File: src/rtl/sreg_realv86_load.sv
module sreg_realv86_load #(
  parameter int BASE_W = 32,
  parameter int LIM_W = 32,
  parameter int NSEG = 6,
  parameter int IDX_W = 3,
  parameter logic [15:0] CS_RST_SEL = 16'hF000,
  parameter logic [BASE_W-1:0] CS_RST_BASE = 32'hFFFF0000
) (
  input  logic                    clk,
  input  logic                    rst,
  input  logic                    ld_stb,
  input  logic [IDX_W-1:0]        ld_idx,
  input  logic [15:0]             ld_sel,
  input  logic [1:0]              cpu_mode,
  output logic [NSEG*16-1:0]      sel_o,
  output logic [NSEG*BASE_W-1:0]  base_o,
  output logic [NSEG*LIM_W-1:0]   limit_o,
  output logic [NSEG*LIM_W-1:0]   limit_scl_o,
  output logic [NSEG*2-1:0]       dpl_o,
  output logic [NSEG*2-1:0]       rpl_o,
  output logic [NSEG-1:0]         code_o,
  output logic [NSEG-1:0]         expdn_o,
  output logic [NSEG-1:0]         wr_o,
  output logic [NSEG-1:0]         acc_o,
  output logic [NSEG-1:0]         gran_o,
  output logic [NSEG-1:0]         dflt32_o,
  output logic [NSEG-1:0]         long_o,
  output logic [NSEG-1:0]         avl_o,
  output logic [NSEG-1:0]         valid_o,
  output logic [NSEG-1:0]         present_o,
  output logic [NSEG-1:0]         regular_o,
  output logic                    flush_o,
  output logic                    unsup_o
);

  localparam logic [LIM_W-1:0] LIM_64K = LIM_W'(17'h0FFFF);

  wire              ld_ok    = ld_stb & ~cpu_mode[1];
  wire              is_v86   = (cpu_mode == 2'b01);
  wire [BASE_W-1:0] new_base = BASE_W'({ld_sel, 4'h0});

  genvar i;
  generate
    for (i = 0; i < NSEG; i++) begin : g_seg
      localparam bit IS_CS = (i == 0);
      wire hit = ld_ok && (ld_idx == IDX_W'(i));

      logic [15:0]       sel_q;
      logic [BASE_W-1:0] base_q;
      logic [LIM_W-1:0]  lim_q, lims_q;
      logic [1:0]        dpl_q, rpl_q;
      logic code_q, expdn_q, wr_q, acc_q, gran_q, db_q, lng_q, avl_q;
      logic valid_q, pres_q, reg_q;

      always_ff @(posedge clk) begin
        if (rst) begin
          sel_q   <= IS_CS ? CS_RST_SEL : 16'h0000;
          base_q  <= IS_CS ? CS_RST_BASE : '0;
          lim_q   <= LIM_64K;
          lims_q  <= LIM_64K;
          dpl_q   <= 2'd0;
          rpl_q   <= 2'd0;
          code_q  <= IS_CS;
          expdn_q <= 1'b0;
          wr_q    <= 1'b1;
          acc_q   <= 1'b1;
          gran_q  <= 1'b0;
          db_q    <= 1'b0;
          lng_q   <= 1'b0;
          avl_q   <= 1'b0;
          valid_q <= 1'b1;
          pres_q  <= 1'b1;
          reg_q   <= 1'b1;
        end else if (hit) begin
          sel_q   <= ld_sel;
          base_q  <= new_base;
          rpl_q   <= is_v86 ? 2'd3 : 2'd0;
          code_q  <= IS_CS;
          valid_q <= 1'b1;
          pres_q  <= 1'b1;
          reg_q   <= 1'b1;
          if (is_v86) begin
            dpl_q   <= 2'd3;
            expdn_q <= 1'b0;
            wr_q    <= 1'b1;
            acc_q   <= 1'b1;
            lim_q   <= LIM_64K;
            lims_q  <= LIM_64K;
            gran_q  <= 1'b0;
            db_q    <= 1'b0;
            lng_q   <= 1'b0;
            avl_q   <= 1'b0;
          end
        end
      end

      assign sel_o[i*16 +: 16]           = sel_q;
      assign base_o[i*BASE_W +: BASE_W]  = base_q;
      assign limit_o[i*LIM_W +: LIM_W]   = lim_q;
      assign limit_scl_o[i*LIM_W +: LIM_W] = lims_q;
      assign dpl_o[i*2 +: 2]             = dpl_q;
      assign rpl_o[i*2 +: 2]             = rpl_q;
      assign code_o[i]    = code_q;
      assign expdn_o[i]   = expdn_q;
      assign wr_o[i]      = wr_q;
      assign acc_o[i]     = acc_q;
      assign gran_o[i]    = gran_q;
      assign dflt32_o[i]  = db_q;
      assign long_o[i]    = lng_q;
      assign avl_o[i]     = avl_q;
      assign valid_o[i]   = valid_q;
      assign present_o[i] = pres_q;
      assign regular_o[i] = reg_q;
    end
  endgenerate

  always_ff @(posedge clk) begin
    flush_o <= ~rst & ld_ok & (ld_idx == IDX_W'(0));
    unsup_o <= ~rst & ld_stb & cpu_mode[1];
  end

endmodule

File: config.mk
export PLATFORM = sky130hd
export DESIGN_NAME = sreg_realv86_load
export DESIGN_NICKNAME = d
export VERILOG_FILES = /design/src/rtl/sreg_realv86_load.sv
export SDC_FILE = /design/constraint.sdc
export NUM_CORES = 1
export LEC_CHECK = 0
export BUFFER_PORTS_ARGS = -buffer_cell sky130_fd_sc_hd__clkbuf_2
export CORE_AREA = 2 2 311 313
export DETAILED_ROUTE_END_ITERATION = 7
export DIE_AREA = 0 0 313 315
export PLACE_DENSITY = 0.3
export REMOVE_ABC_BUFFERS = 1
export SLEW_MARGIN = 0
export SYNTH_ARGS = -nofsm -noshare
export SYNTH_HDL_FRONTEND = slang
export SYNTH_SLANG_ARGS = --single-unit
export TNS_END_PERCENT = 100
File: constraint.sdc
create_clock -name clk -period 1.2 [get_ports clk]
set_input_delay 0.06 -clock clk [delete_from_list [all_inputs] [get_ports clk]]
set_output_delay 0.06 -clock clk [all_outputs]
set_load 0.05 [all_outputs]
==> out/results.ini <==
[status]
outcome=finished clean

[clock_network]
cts_max_level=3
post_cts_buffers=0
cts_root_buf=clkbuf_16
clkLatencyLatePin_ns=0.38
cts_tree=built
clkTransAtPathRegs_ns=0.09
clockBufferDepth=2
cts_sinks=111
cts_buffers=9

[setup_path]
crit_family=flip-flops
cp_num_buf_inv=1
crit_chain=clkbuf_2
crit_fanout=3
critical_path_class=flip-flop to primary output
slowest_delay_ns=0.40
reg2reg_slack_ns=0.32
crit_arrival_ns=1.09
required_ns=1.14
worst-r2r-cell-count=2
critPathCaptureType=primary output
r2r-end=g_seg[0].sel_q[13]$_SDFFE_PP1P_
cp-start-kind=flip-flop
crit_slowest_cell=dfxtp_1
r2r-start=g_seg[0].sel_q[13]$_SDFFE_PP1P_

[cells_and_area]
n_antenna_cell=0
mostFrequentLayoutCells=conb_1, clkbuf_2, nand2b_1
nets=1222
utilization_pct=10.77
area_delta_synth_final_pct=11.73
n_fill_cell=11130
regArea_um2=2238
multi_input_area_um2=3936
drive_gt1_share_pct=26.35
final_common_cell=conb_1

[global_route]
grt_pass1_vias=3909
grt-ovfl-total=0
grt_pass1_wl_mm=32.29
grt_max_degree=43
gr-usage-all-layers_pct=4.784
antenna_found_initial=2

[floorplan]
chipWidth_um=313
num_rows=114
die_h_um=315
core_area_um2=95710
die_area_um2=98600
initial_core_util_pct=9.639
io_pins=788

[pwr]
powerDensity_nw_per_um2=1120
p_leak_nw=5.391
ir_drop_v=0.0006081

[synthesis]
synth_top_family_by_area=buffers and inverters
ys_seq_area_share_pct=24.09
synthCells=1041
synth_compound_area_share_pct=1.194
synth_cell_types=25
synthAdderAreaFrac_pct=0
synth-simple-area-share_pct=9.060
yosysWarnings=0
ys_ff_latch=111
synth_top_cell_area_share_pct=53.14
synthTopCellsByArea=buf_4, dfxtp_1, mux2i_1, nand2b_1, buf_6
yosysTopAreaCell=buf_4
syn_area_per_cell_um2=8.862
synthMuxAreaShare_pct=10.63
syn-cell-area_um2=9225
synth-xor-area-share_pct=0

[worst_hold_path]
holdPathEnd=g_seg[5].base_q[11]$_SDFFE_PP0P_
hold_path_class=primary input to flip-flop
worstHoldStart=ld_sel[7]
whs_path_depth=4

[sta]
fin_crit_ns=1.150
fin_crit_sh_pct=95.86
fin_setup_tns_ns=0
max_freq_ghz=0.8694
fin_worst_skew_ns=0
finalHoldViolations=0
rsz0062_at_grt=yes
slew_violations=0
final-setup-viol-count=0

[routing]
drc=0
via_count=5072
drt-wirelength-per-cell_um=10.29
first_pass_iters=4
ant_nets=0
drtIter0Drc=96
avgViaCountPerCell=2.046
drt-total-wl_mm=25.52

[placed_design]
io_buffers=253
hpwl_mm=21.06
gpl.final_weighted_congestion=0.6465

[flow_run]
cap_violations=0

-- logic make-up after synthesis --
| kind of cell | after synthesis |
|---|---|
| mux | 98 |
| flops | 111 |
| compound gates | 15 |
| simple gates | 131 |
| other cells | 2 |
| buf+inv | 684 |
-- worst max path at each step --
stage | cells past startpoint | from | slack (ns) | endpoint
6_report | 1 | g_seg[1].sel_q[3]$_SDFFE_PP0P_ | 0.05 | base_o[39]
2_1_floorplan | 1 | g_seg[0].base_q[30]$_SDFFE_PP1P_ | -3.29 | g_seg[0].base_q[30]$_SDFFE_PP1P_
3_5_place_dp | 6 | cpu_mode[1] | -0.05 | g_seg[1].sel_q[0]$_SDFFE_PP0P_
4_1_cts | 1 | g_seg[5].rpl_q[0]$_SDFFE_PP0P_ | -0.006 | rpl_o[11]
5_1_grt | 1 | g_seg[4].base_q[11]$_SDFFE_PP0P_ | -0.02 | base_o[139]
3_3_place_gp | 5 | cpu_mode[1] | -0.04 | g_seg[0].sel_q[13]$_SDFFE_PP1P_
-- registers in the layout (all words and copies together), names as in the netlist --
signal / cells
g_seg.sel_q: 47
g_seg.rpl_q: 6
g_seg.dpl_q: 6
g_seg.base_q: 50
flush_o: 1
unsup_o: 1
-- area by class of cell --
type	instances	area share, %
Multi-Input combinational cell	778	38.19
Sequential cell	111	21.72
Timing Repair Buffer	292	21.72
Tap cell	1276	15.49
Clock buffer	11	2.258
Clock inverter	5	0.4127
Inverter	6	0.2185
-- metal layers --
metal / vias to the layer above / routed length (µm) / global-route usage, %
met4: 4 / 357 / 1.620
li1: 2386 / - / -
met3: 19 / 2463 / 2.046
met5: - / 21 / 0
met2: 358 / 11500 / 7.029
met1: 2305 / 11180 / 6.220
-- where the power goes --
group / switching [mW] / total, mW / internal, mW
clock: 1.66 / 3.10 / 1.44
combinational: 4.31 / 4.67 / 0.355
sequential: 0.0517 / 3.78 / 3.73
total: 6.02 / 11.5 / 5.52
-- metrics by stage --
step / instances / instance area, µm² / total power [mW] / setup slack (ns) / hold slack [ns]
3_3_place_gp: 2456 / 9539 / 8.475 / -0.03578 / 0.3134
6_report: 2479 / 10310 / 11.55 / 0.04973 / 0.07301
5_1_grt: 2479 / 10310 / 12.12 / -0.01748 / 0.05722
2_1_floorplan: 895 / 6176 / 8.007 / -3.295 / 0.1315
3_5_place_dp: 2456 / 9539 / 8.468 / -0.05102 / 0.3170
4_1_cts: 2479 / 10300 / 11.83 / -0.005726 / 0.03842
-- synth_stat cells (all sizes together) --
| cell | count |
|---|---|
| conb | 2 |
| clkbuf | 15 |
| or3b | 1 |
| nand2 | 3 |
| and3 | 2 |
| dfxtp | 111 |
| nand3b | 1 |
| nand3 | 3 |
| o22ai | 6 |
| a21boi | 4 |
| inv | 6 |
| nor3b | 1 |
| nor2 | 3 |
| mux2i | 98 |
| nor2b | 2 |
| a211o | 4 |
| a21o | 1 |
| nand2b | 114 |
| buf | 663 |
| and2 | 1 |
-- timing repair --
item	4_1_cts	5_1_grt
hold buffers	7	0
pin swaps	0	0
setup endpoints to repair	87	51
gates resized for setup	125	44
hold endpoints to repair	6	0
Note: power is estimated with default switching activity, not from simulation.
